$ cat config.mk
export PLATFORM = sky130hd
export DESIGN_NAME = gpiob_top
export DESIGN_NICKNAME = d
export VERILOG_FILES = /design/src/rtl/gpiob_pkg.sv /design/src/rtl/gpiob_ctrl.sv /design/src/rtl/gpiob_bank.sv /design/src/rtl/gpiob_datapath.sv /design/src/rtl/gpiob_top.sv
export SDC_FILE = /design/constraint.sdc
export NUM_CORES = 1
export LEC_CHECK = 0
export BUFFER_PORTS_ARGS = -buffer_cell sky130_fd_sc_hd__buf_2
export CAP_MARGIN = 25
export CORE_MARGIN = 5
export CORE_UTILIZATION = 25
export CTS_BUF_LIST = sky130_fd_sc_hd__clkbuf_16
export CTS_CLUSTER_SIZE = 25
export DETAILED_ROUTE_END_ITERATION = 16
export MAX_ROUTING_LAYER = met4
export SYNTH_ARGS = -nofsm -noshare
export SYNTH_HDL_FRONTEND = slang
export SYNTH_SLANG_ARGS = --single-unit
$ cat constraint.sdc
create_clock -name clk -period 2.7 [get_ports clk]
set_clock_uncertainty 0.15 [all_clocks]
set_input_delay 0.54 -clock clk [delete_from_list [all_inputs] [get_ports clk]]
set_output_delay 0.54 -clock clk [all_outputs]
set_load 0.02 [all_outputs]
$ cat src/rtl/gpiob_pkg.sv
package gpiob_pkg;

  localparam int GPB_MAX_BANKS = 9;
  localparam int GPB_SEL_W     = 4;

  typedef enum logic [1:0] {
    REG_DIR  = 2'd0,
    REG_OUT  = 2'd1,
    REG_STAT = 2'd2,
    REG_MODE = 2'd3
  } regSel_e;

  // Strobes from the control module to the datapath.
  typedef struct packed {
    logic [GPB_MAX_BANKS-1:0] wrDir;
    logic [GPB_MAX_BANKS-1:0] wrOut;
    logic [GPB_MAX_BANKS-1:0] wrMode;
    logic                     hit;
    logic [GPB_SEL_W-1:0]     bankSel;
    regSel_e                  regSel;
  } ctrlStrobe_t;

  // Base address of bank idx. Banks 0..7 descend in 0x10 steps; bank 8 sits at 0x88.
  function automatic logic [7:0] bankBase(input int idx);
    if (idx == 8) return 8'h88;
    return 8'(240 - 16 * idx);
  endfunction

  // Mask of the implemented pins for a bank with the given pin count.
  function automatic logic [7:0] pinMask(input int pins);
    logic [8:0] full;
    full = (9'd1 << pins) - 9'd1;
    return full[7:0];
  endfunction

endpackage

$ cat src/rtl/gpiob_ctrl.sv
module gpiob_ctrl
  import gpiob_pkg::*;
#(
  parameter int NUM_BANKS = 9
) (
  input  logic [7:0]  cfgAddr,
  input  logic        cfgWrEn,
  output ctrlStrobe_t strb
);

  always_comb begin
    strb        = '0;
    strb.regSel = regSel_e'(cfgAddr[1:0]);
    for (int b = 0; b < NUM_BANKS; b++) begin
      logic [7:0] base;
      base = bankBase(b);
      if (cfgAddr[7:2] == base[7:2]) begin
        strb.hit     = 1'b1;
        strb.bankSel = GPB_SEL_W'(b);
        if (cfgWrEn) begin
          unique case (regSel_e'(cfgAddr[1:0]))
            REG_DIR:  strb.wrDir[b]  = 1'b1;
            REG_OUT:  strb.wrOut[b]  = 1'b1;
            REG_MODE: strb.wrMode[b] = 1'b1;
            REG_STAT: ; // read-only register: the write is dropped
          endcase
        end
      end
    end
  end

endmodule

$ cat src/rtl/gpiob_bank.sv
module gpiob_bank
  import gpiob_pkg::*;
#(
  parameter int PINS = 8
) (
  input  logic       clk,
  input  logic       rstN,
  input  logic       wrDir,
  input  logic       wrOut,
  input  logic       wrMode,
  input  logic [7:0] wrData,
  input  logic [7:0] padIn,
  output logic [7:0] padOe,
  output logic [7:0] padOut,
  output logic [7:0] dirRd,
  output logic [7:0] outRd,
  output logic [7:0] modeRd,
  output logic [7:0] statRd
);

  localparam logic [7:0] MASK = pinMask(PINS);

  logic [7:0] dirQ, outQ, modeQ, sync1Q, sync2Q;

  always_ff @(posedge clk or negedge rstN) begin
    if (!rstN) begin
      dirQ   <= '0;
      outQ   <= '0;
      modeQ  <= '0;
      sync1Q <= '0;
      sync2Q <= '0;
    end else begin
      if (wrDir)  dirQ  <= wrData & MASK;
      if (wrOut)  outQ  <= wrData & MASK;
      if (wrMode) modeQ <= wrData & MASK;
      sync1Q <= padIn & MASK;
      sync2Q <= sync1Q;
    end
  end

  // Open-drain pins drive only while low; push-pull pins always drive.
  assign padOe  = dirQ & (modeQ | ~outQ);
  assign padOut = padOe & modeQ & outQ;

  assign dirRd  = dirQ;
  assign outRd  = outQ;
  assign modeRd = modeQ;
  assign statRd = sync2Q;

endmodule

$ cat src/rtl/gpiob_datapath.sv
module gpiob_datapath
  import gpiob_pkg::*;
#(
  parameter int                     NUM_BANKS = 9,
  parameter logic [NUM_BANKS*4-1:0] BANK_PINS = '0
) (
  input  logic                   clk,
  input  logic                   rstN,
  input  ctrlStrobe_t            strb,
  input  logic [7:0]             wrData,
  input  logic [NUM_BANKS*8-1:0] padIn,
  output logic [NUM_BANKS*8-1:0] padOe,
  output logic [NUM_BANKS*8-1:0] padOut,
  output logic [7:0]             rdData
);

  localparam int VEC_W = NUM_BANKS * 8;

  logic [VEC_W-1:0] dirAll, outAll, modeAll, statAll;

  for (genvar b = 0; b < NUM_BANKS; b++) begin : g_bank
    gpiob_bank #(
      .PINS(int'(BANK_PINS[b*4 +: 4]))
    ) u_bank (
      .clk    (clk),
      .rstN   (rstN),
      .wrDir  (strb.wrDir[b]),
      .wrOut  (strb.wrOut[b]),
      .wrMode (strb.wrMode[b]),
      .wrData (wrData),
      .padIn  (padIn[b*8 +: 8]),
      .padOe  (padOe[b*8 +: 8]),
      .padOut (padOut[b*8 +: 8]),
      .dirRd  (dirAll[b*8 +: 8]),
      .outRd  (outAll[b*8 +: 8]),
      .modeRd (modeAll[b*8 +: 8]),
      .statRd (statAll[b*8 +: 8])
    );
  end

  always_comb begin
    rdData = '0;
    if (strb.hit) begin
      unique case (strb.regSel)
        REG_DIR:  rdData = dirAll[int'(strb.bankSel)*8 +: 8];
        REG_OUT:  rdData = outAll[int'(strb.bankSel)*8 +: 8];
        REG_STAT: rdData = statAll[int'(strb.bankSel)*8 +: 8];
        REG_MODE: rdData = modeAll[int'(strb.bankSel)*8 +: 8];
      endcase
    end
  end

endmodule

$ cat src/rtl/gpiob_top.sv
module gpiob_top
  import gpiob_pkg::*;
#(
  parameter int                     NUM_BANKS = 9,
  parameter logic [NUM_BANKS*4-1:0] BANK_PINS = {4'd8, 4'd8, 4'd8, 4'd7, 4'd5, 4'd4, 4'd8, 4'd8, 4'd6}
) (
  input  logic                   clk,
  input  logic                   rstN,
  input  logic [7:0]             cfgAddr,
  input  logic                   cfgWrEn,
  input  logic [7:0]             cfgWrData,
  output logic [7:0]             cfgRdData,
  input  logic [NUM_BANKS*8-1:0] padIn,
  output logic [NUM_BANKS*8-1:0] padOe,
  output logic [NUM_BANKS*8-1:0] padOut
);

  ctrlStrobe_t strb;

  gpiob_ctrl #(
    .NUM_BANKS(NUM_BANKS)
  ) u_ctrl (
    .cfgAddr (cfgAddr),
    .cfgWrEn (cfgWrEn),
    .strb    (strb)
  );

  gpiob_datapath #(
    .NUM_BANKS(NUM_BANKS),
    .BANK_PINS(BANK_PINS)
  ) u_dp (
    .clk    (clk),
    .rstN   (rstN),
    .strb   (strb),
    .wrData (cfgWrData),
    .padIn  (padIn),
    .padOe  (padOe),
    .padOut (padOut),
    .rdData (cfgRdData)
  );

endmodule

Word-level counts from Yosys, hierarchy flattened
Cells that the tools add are included.
Widths: inputs -> output; s select.
Cells by class
  shifts and indexed selects: 4
  bitwise logic cells: 45
  equality and inequality tests: 12
  muxes and demuxes: 43
  reductions and logical operators: 1
Operator list (number)
  $shiftx 72x8->8: 4
  $and 8x8->8: 15
  $eq 6x6->1 const B: 9
  $mux 5: 8
  $not 8->8: 5
  $or 8x8->8: 5
  $mux 1: 32
  $pmux 8 s4: 1
  $and 8x4->8: 2
  $and 8x5->8: 2
  $and 8x6->8: 2
  $and 8x7->8: 2
  $and 4x8->8: 1
  $and 5x8->8: 1
  $and 6x8->8: 1
  $and 7x8->8: 1
  $mux 8: 1
  $not 4->8: 1
  $not 5->8: 1
  $not 6->8: 1
  $not 7->8: 1
  $or 4x8->8: 1
  $or 5x8->8: 1
  $or 6x8->8: 1
  5 further kinds: 6
Word-level totals
  output and inout port bits: 152
  word-level logic and storage cells: 150
  register bits: 310

Longest topological paths before layout
  depth in word-level cells: 15
  depth in mapped cells: 7
  mapped depth without buffers: 4

Modules after synthesis
Synthesis repeated with hierarchy kept, for this count alone.
Second synthesis, totals
  cells, all modules: 1215
  area total of the unflattened synthesis: 15016.9 um2
By module, submodules not included
  gpiob_bank at u_dp.g_bank[1].u_bank ...: seq. area each 1001.0 um2, area each 1497.7 um2, cells an instance 99, instances 5
  gpiob_datapath: seq. area each 0.0 um2, area each 2762.6 um2, cells an instance 335, instances 1
  gpiob_bank at u_dp.g_bank[5].u_bank: seq. area each 875.8 um2, area each 1348.8 um2, cells an instance 94, instances 1
  gpiob_bank at u_dp.g_bank[0].u_bank: seq. area each 750.7 um2, area each 1209.9 um2, cells an instance 88, instances 1
  gpiob_bank at u_dp.g_bank[4].u_bank: seq. area each 625.6 um2, area each 1013.5 um2, cells an instance 80, instances 1
  gpiob_bank at u_dp.g_bank[3].u_bank: seq. area each 500.5 um2, area each 879.6 um2, cells an instance 73, instances 1
  gpiob_ctrl: seq. area each 0.0 um2, area each 314.1 um2, cells an instance 50, instances 1

Worst setup path before layout
OpenSTA, ideal clock, no wires.
  path type: input -> output
  start point: input port cfgAddr[4]
  end point: output port cfgRdData[0]
  slack: -0.237 ns
  data required time: 2.010 ns
  arrival time: 2.247 ns
  stages on the path: 6
  path through: clkbuf_1 -> or4b_1 -> buf_2 -> mux2i_1 -> a32o_1 -> a211oi_1
On the way
  cells in the longest elaborated chain, start to end: 12
RTL lines
  start, declared: RTL line gpiob_top.sv:9  | input logic [7:0] cfgAddr,
  $eq 6x6->1: RTL line gpiob_ctrl.sv:17  | if (cfgAddr[7:2] == base[7:2]) begin
  $mux 5 (7 in a row): RTL line gpiob_ctrl.sv:17
  $mux 5 *: RTL line gpiob_ctrl.sv:17
  $shiftx 72x8->8, on equally long branches
  $pmux 8 s4: RTL line gpiob_datapath.sv:44  | unique case (strb.regSel)
  $mux 8 *: RTL line gpiob_datapath.sv:43  | if (strb.hit) begin
  end, declared: RTL line gpiob_top.sv:12  | output logic [7:0] cfgRdData,
Every way passes the cells marked *; elsewhere a longest branch is shown, timed or not.

Worst setup path after layout
  start point: input port cfgAddr[3]
  end point: output port cfgRdData[0]
Same word-level chain as after synthesis.

==> summary.md <==
| Metric | Value |
|---|---|
| GRT overflow | 0 |
| CTS Buf Count | 38 |
| Yosys warns | 0 |
| Hold Violations, Final | 0 |
| Initial antenna violation count | 3 |
| Period utilization | 110% |
| Root buffer cell | clkbuf_16 |
| Layout cell share with drive strength beyond 1 | 50.6% |
| Via count | 9465 |
| TritonRoute pass-1 iters | 5 |
| CTS tree | done |
| Synth top area share | 56.5% |
| Core Region | 0.0541 mm² |
| Gr usage total | 15.5% |
| Vias in the first global route | 10058 |
| Slew @ Worst Pin | 0.691 ns |
| Worst-path fanout max | 3 |
| Post-detail-place hpwl | 32900 µm |
| Layout Nets | 1433 |
| Worst r2r path cells | 3 |
| Final-report max-slew violation count | 0 |
| Crit. End Element | output port |
| XOR/XNOR Fraction of Synth Area | 0% |
| Syn_area_per_cell | 14.6 µm² |
| Worst min path class | flip-flop to flip-flop |
| Crit start category | input port |
| DR DRC count | 0 |
| Count of cell types in the netlist | 55 |
| Post-synthesis instance total | 941 |
| Die width | 244 µm |
| Yosys top cell by area | dfrtp_1 |
| Unrepaired setup endpoints after global routing | true |
| Fillers | 5257 |
| Count leader, synth | dfrtp_1 |
| Row count | 85 |
| Max Clk Rate | 338 MHz |
| Max_slew headroom | 53.9% |
| Routability cong. | 0.791 |
| Most common flop cell mapped by yosys | dfrtp_1 |
| Hold Path Stages | 0 |
| Synth area leaders | dfrtp_1 57%, mux2_2 15%, mux4_2 9.8% |
| Setup violators final | 8 |
| I/O pin total | 243 |
| Max cap viols | 0 |
| Post-Syn Area | 0.0137 mm² |
| Routed Wire Length | 45800 µm |
| Register area share after synthesis | 56.5% |
| Worst setup path class | input port to output port |
| Initial Utilization | 25.4% |
| Adder-Cell Fraction of Synth Area | 0% |
| Worst-Skew Late Latency | 0.54 ns |
| TNS Setup | -1.38 ns |
| Number of port buffers | 212 |
| Arr. time, crit path | 2.27 ns |
| Worst EP required | 2.01 ns |
| Simple logic cell fraction of the synthesized area | 7.39% |
| Initial DRC count | 625 |
| Die ar. | 0.0597 mm² |
| CTS sink cnt | 310 |
| Ys async rst share | 100% |
| CTS clk-pin slew, worst paths | 0.06 ns |
| Lkg Pwr | 9.11 nW |
| Setup WS post-layout | -0.257 ns |
| Die height | 244 µm |
| Final Critical Period | 2.96 ns |
| Post-synth EDFFs | 0 |
| Status | complete, but fails checks |
| Post-layout power | 11.5 mW |
| First-pass GRT wire length | 67000 µm |
| P per Cell Area | 609 mW/mm² |
| Largest net degree at the start of global routing | 69 |
| Portion of netlist area occupied by mux cells | 26.1% |
| Max Buffers Root-to-Sink | 3 |
| Syn-to-layout area delta | 37.2% |
| Top cells by count, synth | 310 x dfrtp_1, 181 x mux2_2, 64 x and3_1, 64 x inv_1, 63 x a21boi_0 |
| Htree depth | 2 |
| Final ANT Viol Nets | 0 |
| FF+latch count, synth | 310 |
| Via-to-Cell Ratio | 4.58 |
| Post-synthesis compound-gate area fraction | 5.61% |
| Failing checks | setup timing |
| Largest family of logic cells by synthesized area | multiplexers |
| Avg WL per Cell | 22.2 µm |
| Max VDD drop | 419 µV |
[placed cells by master, fill, tap and decap left out, types with 3 or more instances in the layout]
cell type	instances
a211oi_4	3
a21boi_0	63
a21oi_1	3
a31o_2	4
a32o_2	3
and3_1	63
buf_12	15
buf_16	5
buf_2	198
buf_4	101
buf_6	16
bufinv_16	6
clkbuf_16	39
clkinv_1	7
clkinv_2	3
conb_1	20
dfrtp_1	310
diode_2	4
dlygate4sd3_1	63
inv_1	70
mux2_1	7
mux2_2	181
mux2i_1	9
mux4_2	60
nand2_1	20
nand2_2	10
nand3_1	7
nor2_1	3
nor2_4	11
nor2b_1	4
nor3_1	4
o21ai_2	3
[stage by stage]
step                      setup slack (ns)  hold slack [ns]  utilization [%]  instances  cell area (µm²)
after detailed placement            -0.455            0.185             30.1       1903            16300
after global placement              -0.477            0.182             30.1       1903            16300
final                               -0.257            0.193             34.8       2068            18800
after floorplan                    -0.0236           0.0944                -        960            13800
after CTS                           -0.240            0.198             34.6       2058            18700
after global routing                -0.276            0.200             34.8       2067            18800
[report_power, final]
group | internal (mW) | switching, mW | leakage [nW]
logic | 0.585 | 0.633 | 4.47
registers | 4.88 | 0.152 | 4.01
clock network | 3.19 | 2.03 | 0.638
[repair_timing]
action | in CTS | in global routing
setup buffers | 24 | 6
cloned | 5 | 0
endpoints found under the setup margin | 8 | 8
hold endpoints to repair | 110 | 0
pin swaps | 19 | 9
hold buffers | 63 | 0
gates resized for setup | 52 | 10
[critical path, stage by stage]
cell and delay, ns:
buf_6 0.09, or4b_4 0.62, mux2i_4 0.23, a32o_2 0.28, a211oi_4 0.31, buf_6 0.18
[cell type report]
class                      instances  area (µm²)  area share, %
inverter                          64         240           1.28
multi-input combinational        526        5600           29.7
clock buffer                      39         976           5.18
antenna                            4        10.0         0.0532
timing repair buffer             402        3090           16.4
tap                              696         871           4.62
clock inverter                    27         287           1.52
sequential                       310        7760           41.2
[flip-flops by register name (all words and copies together) (netlist names)]
name / cells
u_dp.g_bank.u_bank.statRd: 62
u_dp.g_bank.u_bank.outRd: 62
u_dp.g_bank.u_bank.modeRd: 62
u_dp.g_bank.u_bank.dirRd: 62
u_dp.g_bank.u_bank.sync1Q: 62
[layer usage]
layer | up-vias | part of all wire [%] | global-route usage [%]
met3 | 61 | 5.8 | 3.47
met1 | 4965 | 45 | 20.8
li1 | 4192 | - | -
met2 | 247 | 47 | 24.0
met5 | - | 0 | -
met4 | 0 | 2.3 | 4.30
[path summary, 6_finish.rpt]
path	to	startpoint	slack (ns)
max reg2reg	u_dp.g_bank[0].u_bank.modeRd[4]	u_dp.g_bank[0].u_bank.modeRd[4]	1.56
max	cfgRdData[0]	cfgAddr[3]	-0.26
min	u_dp.g_bank[5].u_bank.statRd[0]	u_dp.g_bank[5].u_bank.sync1Q[0]	0.19
max in group asynchronous	u_dp.g_bank[1].u_bank.outRd[0]	rstN	1.26
min in group asynchronous	u_dp.g_bank[2].u_bank.sync1Q[0]	rstN	0.38
min reg2reg	u_dp.g_bank[5].u_bank.statRd[0]	u_dp.g_bank[5].u_bank.sync1Q[0]	0.19
[kinds of logic (layout without fill, tap and decap cells)]
family                 count (synthesis)  count (layout)
other                                  1              24
buffers and inverters                124             532
muxes                                259             259
DFF                                  310             310
AOI/OAI and AO/OA                    101             101
and+or+nand+nor                      146             146
No activity file was read; power rests on OpenSTA's default activity.
